**src/rtl/bkpt_pkg.sv**
```systemverilog
package bkpt_pkg;
  typedef enum logic {PH_LO = 1'b0, PH_HI = 1'b1} sclk_ph_e;
endpackage

```
**src/rtl/bkpt_req_latch.sv**
```systemverilog
module bkpt_req_latch (
  input  logic clk_i,
  input  logic rst_ni,
  input  logic set_i,
  input  logic clr_i,
  input  logic tag_i,
  output logic hold_o
);
  logic latch_q, tag_q;

  // clear has priority; set and clear are disjoint by freeze in practice
  always_ff @(posedge clk_i or negedge rst_ni) begin
    if (!rst_ni) begin
      latch_q <= 1'b0;
      tag_q   <= 1'b0;
    end else begin
      tag_q <= tag_i;
      if (clr_i)      latch_q <= 1'b0;
      else if (set_i) latch_q <= 1'b1;
    end
  end

  assign hold_o = latch_q | tag_q;
endmodule

```
**src/rtl/bkpt_ser_shift.sv**
```systemverilog
module bkpt_ser_shift
  import bkpt_pkg::*;
#(
  parameter int DW    = 17,
  parameter int DIV_W = 8
) (
  input  logic             clk_i,
  input  logic             rst_ni,
  input  logic             start_i,
  input  logic [DW-1:0]    data_i,
  input  logic [DIV_W-1:0] half_i,
  input  logic             sdi_i,
  output logic             sclk_lo_o,
  output logic             sdo_o,
  output logic             busy_o,
  output logic             done_o,
  output logic [DW-1:0]    rx_o
);
  localparam int CW = (DW > 1) ? $clog2(DW) : 1;
  localparam logic [CW-1:0] LAST = CW'(DW - 1);

  sclk_ph_e         ph_q;
  logic             busy_q, done_q;
  logic [DIV_W-1:0] div_q, half_q;
  logic [CW-1:0]    bit_q;
  logic [DW-1:0]    sh_q, rx_q;
  logic [DIV_W-1:0] half_eff;

  assign half_eff = (half_i == '0) ? DIV_W'(1) : half_i;

  always_ff @(posedge clk_i or negedge rst_ni) begin
    if (!rst_ni) begin
      ph_q   <= PH_HI;
      busy_q <= 1'b0;
      done_q <= 1'b0;
      div_q  <= '0;
      half_q <= DIV_W'(1);
      bit_q  <= '0;
      sh_q   <= '0;
      rx_q   <= '0;
    end else begin
      done_q <= 1'b0;
      if (start_i && !busy_q) begin
        busy_q <= 1'b1;
        ph_q   <= PH_LO;
        div_q  <= '0;
        bit_q  <= '0;
        sh_q   <= data_i;
        half_q <= half_eff;
      end else if (busy_q) begin
        if (div_q == half_q - DIV_W'(1)) begin
          div_q <= '0;
          if (ph_q == PH_LO) begin
            ph_q <= PH_HI;                   // rising edge: capture
            rx_q <= {rx_q[DW-2:0], sdi_i};
            if (bit_q == LAST) begin
              busy_q <= 1'b0;
              done_q <= 1'b1;
            end else begin
              bit_q <= bit_q + CW'(1);
            end
          end else begin
            ph_q <= PH_LO;                   // falling edge: next bit
            sh_q <= {sh_q[DW-2:0], 1'b0};
          end
        end else begin
          div_q <= div_q + DIV_W'(1);
        end
      end
    end
  end

  assign sclk_lo_o = busy_q && (ph_q == PH_LO);
  assign sdo_o     = sh_q[DW-1];
  assign busy_o    = busy_q;
  assign done_o    = done_q;
  assign rx_o      = rx_q;
endmodule

```
**src/rtl/bkpt_sclk_drv.sv**
```systemverilog
module bkpt_sclk_drv #(
  parameter int DW    = 17,
  parameter int DIV_W = 8
) (
  input  logic             clk_i,
  input  logic             rst_ni,
  input  logic             force_i,
  input  logic             tag_i,
  input  logic             freeze_i,
  input  logic             start_i,
  input  logic [DW-1:0]    data_i,
  input  logic [DIV_W-1:0] half_i,
  input  logic             sdi_i,
  output logic             pin_o,
  output logic             sdo_o,
  output logic             busy_o,
  output logic             done_o,
  output logic [DW-1:0]    rx_o
);
  logic start_ok, req_set, hold, sclk_lo, busy;

  assign start_ok = start_i & freeze_i & ~busy;
  assign req_set  = force_i & ~freeze_i;

  bkpt_req_latch i_latch (
    .clk_i  (clk_i),
    .rst_ni (rst_ni),
    .set_i  (req_set),
    .clr_i  (start_ok),
    .tag_i  (tag_i),
    .hold_o (hold)
  );

  bkpt_ser_shift #(.DW(DW), .DIV_W(DIV_W)) i_shift (
    .clk_i     (clk_i),
    .rst_ni    (rst_ni),
    .start_i   (start_ok),
    .data_i    (data_i),
    .half_i    (half_i),
    .sdi_i     (sdi_i),
    .sclk_lo_o (sclk_lo),
    .sdo_o     (sdo_o),
    .busy_o    (busy),
    .done_o    (done_o),
    .rx_o      (rx_o)
  );

  assign busy_o = busy;
  assign pin_o  = ~(hold | sclk_lo);
endmodule

```
**config.mk**
```make
export PLATFORM = sky130hd
export DESIGN_NAME = bkpt_sclk_drv
export DESIGN_NICKNAME = d
export VERILOG_FILES = /design/src/rtl/bkpt_pkg.sv /design/src/rtl/bkpt_req_latch.sv /design/src/rtl/bkpt_ser_shift.sv /design/src/rtl/bkpt_sclk_drv.sv
export SDC_FILE = /design/constraint.sdc
export NUM_CORES = 1
export LEC_CHECK = 0
export BUFFER_PORTS_ARGS = -buffer_cell sky130_fd_sc_hd__buf_2
export CAP_MARGIN = 10
export CORE_MARGIN = 1.5
export CORE_UTILIZATION = 30
export DETAILED_ROUTE_END_ITERATION = 8
export SYNTH_ARGS = -nofsm -noshare
export SYNTH_HDL_FRONTEND = slang
export SYNTH_SLANG_ARGS = --single-unit
export TNS_END_PERCENT = 10
```
**constraint.sdc**
```tcl
create_clock -name clk_i -period 5.7 [get_ports clk_i]
set_clock_uncertainty 0.15 [all_clocks]
set_input_delay 0.57 -clock clk_i [delete_from_list [all_inputs] [get_ports clk_i]]
set_output_delay 0.57 -clock clk_i [all_outputs]
set_load 0.01 [all_outputs]
```
# After elaboration in Yosys (flattened, before gate mapping)

Index checks and enable logic that the tools add are counted.

Register bits: 60
Input port bits: 32
Output and inout port bits: 21

Bitwise logic cells: 10
Equality and inequality tests: 4
Muxes and demuxes: 29
Reductions and logical operators: 12
$add $sub $neg: 3

Operators by type and width:

| kind                | count |
|---|---|
| $mux 17             | 4 |
| $mux 8              | 4 |
| $mux 5              | 5 |
| $mux 1              | 16 |
| $add 8x1->8 const B | 1 |
| $eq 8x8->1          | 1 |
| $logic_not 8->1     | 1 |
| $reduce_and 4->1    | 2 |
| $reduce_bool 2->1   | 4 |
| $sub 8x1->8 const B | 1 |
| $add 5x1->5 const B | 1 |
| $eq 5x5->1 const B  | 1 |
| $not 1->1           | 5 |
| $and 1x1->1         | 3 |
| $reduce_and 3->1    | 1 |
| $logic_and 1x1->1   | 2 |
| $ne 2x1->1 const B  | 1 |
| $ne 2x2->1 const B  | 1 |
| $or 1x1->1          | 2 |
| $reduce_and 2->1    | 1 |
| $logic_not 1->1     | 1 |

# Depth between registers and ports, before layout

Depth after elaboration: 6
Gate-level depth with buffers: 9
Mapped depth without buffers: 8

# Hierarchy

Synthesis repeated with hierarchy kept, for this count alone.

Cell total of the unflattened synthesis: 257
Area total of the unflattened synthesis: 2,914.0 µm²

By module, submodules not included:

| module         | seq. area each (µm²) | times used | cells an instance | area each (µm²) |
|---|---|---|---|---|
| bkpt_ser_shift | 1,453.9              | 1          | 250               | 2,829.0 |
| bkpt_req_latch | 50.0                 | 1          | 4                 | 66.3 |
| bkpt_sclk_drv  | 0.0                  | 1          | 3                 | 18.8 |

# Worst setup path before layout

No wires, ideal clock.

Path kind: reg2reg
Start: reg i_shift.half_q[3]
End: reg i_shift.sh_q[10]
Arrival: 2,439 ps
Setup time: 125 ps
Path slack: 2,985 ps
Stages on the path, launching flop included: 8
Cells stage by stage: dfrtp_1 or2_4 or4_4 a211oi_2 o211ai_2 o21ai_4 buf_12 mux2_4

Word-level cells in the longest chain between the ends: 4

RTL lines:

| what                               | RTL line             | source |
|---|---|---|
| from (decl)                        | bkpt_ser_shift.sv:24 | `logic [DIV_W-1:0] div_q, half_q;` |
| from (signal assigned)             | bkpt_ser_shift.sv:49 | `half_q <= half_eff;` |
| $sub 8x1->8                        | bkpt_ser_shift.sv:51 | `if (div_q == half_q - DIV_W'(1)) begin` |
| $eq 8x8->1                         | bkpt_ser_shift.sv:51 |  |
| $reduce_bool 2->1 (no source line) | n/a                  |  |
| $reduce_and 3->1 (no source line)  | n/a                  |  |
| to (signal assigned)               | bkpt_ser_shift.sv:48 | `sh_q <= data_i;` |
| to (signal assigned)               | bkpt_ser_shift.sv:64 | `sh_q <= {sh_q[DW-2:0], 1'b0};` |
| to (decl)                          | bkpt_ser_shift.sv:26 | `logic [DW-1:0] sh_q, rx_q;` |

Every way passes these cells.
A chain may end at the register's enable or synchronous reset.

# Final worst setup path

Start: reg i_shift.half_q[2]
End: reg i_shift.sh_q[16]

The elaborated chain is that of the path after synthesis.

==> results by group <==
Clock network
  – CTS root buffer: clkbuf_8
  – Num CTS Buffers: 9
  – Clock latency on the worst-skew pair: ~330 ps
  – Clock Tree Buf Depth: 2
  – CTS sink count: 60
  – Post-CTS resize count: 0
  – CTS tree: done
  – CTS Hold Buffers Added: 0
  – # Post-CTS Setup Buffers: 0
  – CTS clk-pin slew, worst paths: about 60 ps
  – H-Tree Depth: 3

Power and ir drop
  – Leak pwr: 1.72 nW
  – Int Power: between 0.9 and 1 mW
  – Clock power share: a little over a fifth
  – Part of the power in registers: between 40 and 50%
  – Combinational Power Share: between 30% and 40%
  – Power Density: approximately 420 mW/mm^2
  – Worst IR drop on VDD: about 0.18 mV
  – Switching power: slightly above 0.5 mW
  – Net Sw Frac: between 30% and 40%

Floorplanning
  – # IOs: 53
  – Die height: between 100 and 150 um
  – Core Region: a little under 0.01 mm^2
  – # rows: 36
  – Starting Density: between 30 and 40%
  – DIE AREA: around 0.011 mm^2
  – Die Wd: a little over 100 um

Logic synthesis
  – Ys flop type: dfrtp_1
  – Sequential area share after synthesis: between 50% and 60%
  – Seq cells post-synth: 60
  – EDFF count, synth: 0
  – Synth cell types: 46
  – Asr flop ratio synth: 100%
  – Mapped Nets: ~320
  – Mapped cell area: roughly 0.003 mm^2
  – Syn avg cell area: about 10 um^2
  – Mapped Cells: 283
  – Synth warn: 0

Routing
  – Remaining DRCs: 0
  – Drt via density: about 4.5
  – WL final: slightly below 6000 um
  – Routed wire per std cell: 12.5 um
  – Drt first pass iters: 4
  – Vias post-DR: 2148
  – Routed Antenna Nets: 0
  – Detailed Route Iter0 Violations: 108

STA
  – Fin crit period: just over 3000 ps
  – Peak Freq: about 320 MHz
  – Pins Over Slew Limit: 0
  – Total negative slack: 0 ps
  – Final hold slack: ~190 ps
  – Final Setup Violations: 0
  – Headroom to the max-slew limit: roughly 49%
  – Least-Margin Pin Slew: approximately 770 ps
  – Fin crit share: a little over half
  – Unrepaired setup endpoints after global routing: no
  – Hold Fails Final Rpt: 0
  – Final worst slack: ~2600 ps

Placed design
  – Dpl hpwl: roughly 4100 um
  – Routability cong.: 0.774
  – PortBufs: 52
  – Cells after DPL: 458
  – Dpl ws: ~2400 ps

Critical path
  – Worst Setup Path Type: register to register
  – Max FO, Critical Path: 16
  – CP max stage delay: between 600 and 700 ps
  – Critical path's slowest cell: o21ai_4
  – Critical Path Sink Type: register
  – Slack of the worst reg-to-reg path: about 2600 ps
  – R2R cell count: 6
  – Buffers & Inverters on Critical Path: 0
  – Crit start category: register
  – Reg2reg end: i_shift.sh_q[16]
  – Req. time, crit path: around 5800 ps
  – Worst Path Arrival: 3160 ps
  – Cell family with most CP delay: compound AO/OA/AOI/OAI gates
  – Worst reg2reg startpoint: i_shift.half_q[2]
  – Worst-path cell chain: or3_1, or4_1, o211ai_1, o211ai_2, o21ai_4, mux2_2

Run status
  – Outcome: finished clean

Finish
  – Post-route insts no fill: ~470
  – Area Overhead vs Synth: 18.4%
  – Antenna diodes: 0
  – Layout cells sized above 1: 33.1%
  – Most frequent cells in the layout: 79 x nand2_1, 58 x dfrtp_1, 52 x buf_2, 23 x mux2_2, 14 x o21ai_0
  – Most common cell after layout, fill and taps aside: nand2_1
  – Fin nets: ~370
  – Final Util: between 30% and 40%

GRT
  – Global router's overall resource usage: around 13%
  – Vias in the first global route: roughly 2.1k
  – First-pass GRT wire length: roughly 10000 um
  – Global route total overflow: 0
  – Antenna violations before repair: 0
  – Largest net degree at the start of global routing: 61

Worst hold path
  – Min-delay worst type: input pin to register
  – WHS Endpoint: i_latch.tag_q
  – Hold depth: 1
  – Hold Startpoint: tag_i

Job
  – Max cap viols: 0
[cell families after synthesis]
group                    Yosys count  synth area share, %
flip-flops                        60                 50.7
multiplexers                      34                 14.1
XOR/XNOR                          15                 4.42
buffers and inverters             19                 3.03
adder cells (fa/ha/maj)            4                 1.69
AO/OA/AOI/OAI                     34                 8.01
AND/OR/NAND/NOR                  117                 18.1
[routing by layer]
layer | up-vias | track usage [%] | wire, um | share of wire, %
met5 | - | 0 | 0 | 0
met4 | 0 | 5.37 | 84 | 1.4
met3 | 7 | 4.31 | 343 | 5.8
met2 | 47 | 19.4 | 2680 | 45
met1 | 1026 | 16.6 | 2820 | 48
li1 | 1068 | - | - | -
[flip-flops by register name, indices dropped and copies added, names as in the netlist]
| name | flops |
|---|---|
| i_latch.latch_q | 1 |
| i_latch.tag_q | 1 |
| i_shift.bit_q | 5 |
| i_shift.busy_o | 1 |
| i_shift.div_q | 8 |
| i_shift.done_o | 1 |
| i_shift.half_q | 8 |
| i_shift.ph_q | 1 |
| i_shift.rx_o | 17 |
| i_shift.sh_q | 17 |
[worst register-to-register path, cell delays in order (launching register included)]
cell      delay [ps]
dfrtp_1          440
or3_1            410
or4_1            530
o211ai_1         180
o211ai_2         230
o21ai_4          630
mux2_2           410
[how the worst max path moves through the flow]
stage                      startpoint          endpoint  slack (ps)  depth (start not counted)
finish              i_shift.half_q[2]  i_shift.sh_q[16]        2610                          6
global route        i_shift.half_q[1]  i_shift.sh_q[15]        2450                          8
CTS                 i_shift.half_q[3]  i_shift.bit_q[2]        2450                          6
detailed placement  i_shift.half_q[3]  i_shift.bit_q[2]        2450                          6
global placement    i_shift.half_q[3]  i_shift.bit_q[2]        2520                          6
floorplan           i_shift.half_q[3]  i_shift.sh_q[10]        2990                          7
[layout make-up]
cell class | instances | area [um^2]
multi-input combinational | 204 | 1380
tap | 133 | 166
fill | 1003 | 6170
sequential | 60 | 1500
timing repair buffer | 55 | 290
clock buffer | 12 | 135
clock inverter | 3 | 15.0
inverter | 7 | 26.3
[cell usage after synthesis (2+ instances only)]
library cell | n | share of area, %
inv_1 | 7 | 0.89
xnor2_1 | 9 | 2.7
o211ai_1 | 2 | 0.51
mux2_4 | 10 | 5.1
buf_1 | 2 | 0.25
a21oi_1 | 7 | 1.2
xor2_1 | 6 | 1.8
mux2_2 | 23 | 8.7
nand2_1 | 79 | 10
or3_1 | 4 | 0.84
nand2b_1 | 2 | 0.42
ha_1 | 4 | 1.7
o21ai_0 | 14 | 2.4
nand3_1 | 4 | 0.67
nor2_1 | 8 | 1.0
a32o_1 | 2 | 0.67
buf_2 | 2 | 0.34
dfrtp_1 | 58 | 49
clkbuf_1 | 7 | 0.89
or2_2 | 2 | 0.42
dfstp_2 | 2 | 1.8
or4_1 | 3 | 0.76
nor2b_1 | 3 | 0.63
[power groups by stage]
stage                     sequential [mW]  combinational (mW)  clock (mW)
after floorplan                     0.648               0.394           0
after global placement              0.681               0.459           0
after detailed placement            0.687               0.472           0
after CTS                           0.682               0.475       0.325
after global routing                0.705               0.534       0.343
final                               0.682               0.471       0.308
[stage by stage]
stage / power [mW] / cell area (um^2)
2_1_floorplan: 1.04 / 2970
3_3_place_gp: 1.14 / 3350
3_5_place_dp: 1.16 / 3350
4_1_cts: 1.48 / 3500
5_1_grt: 1.58 / 3510
6_report: 1.46 / 3510
Note: power is estimated with default switching activity, not from simulation.
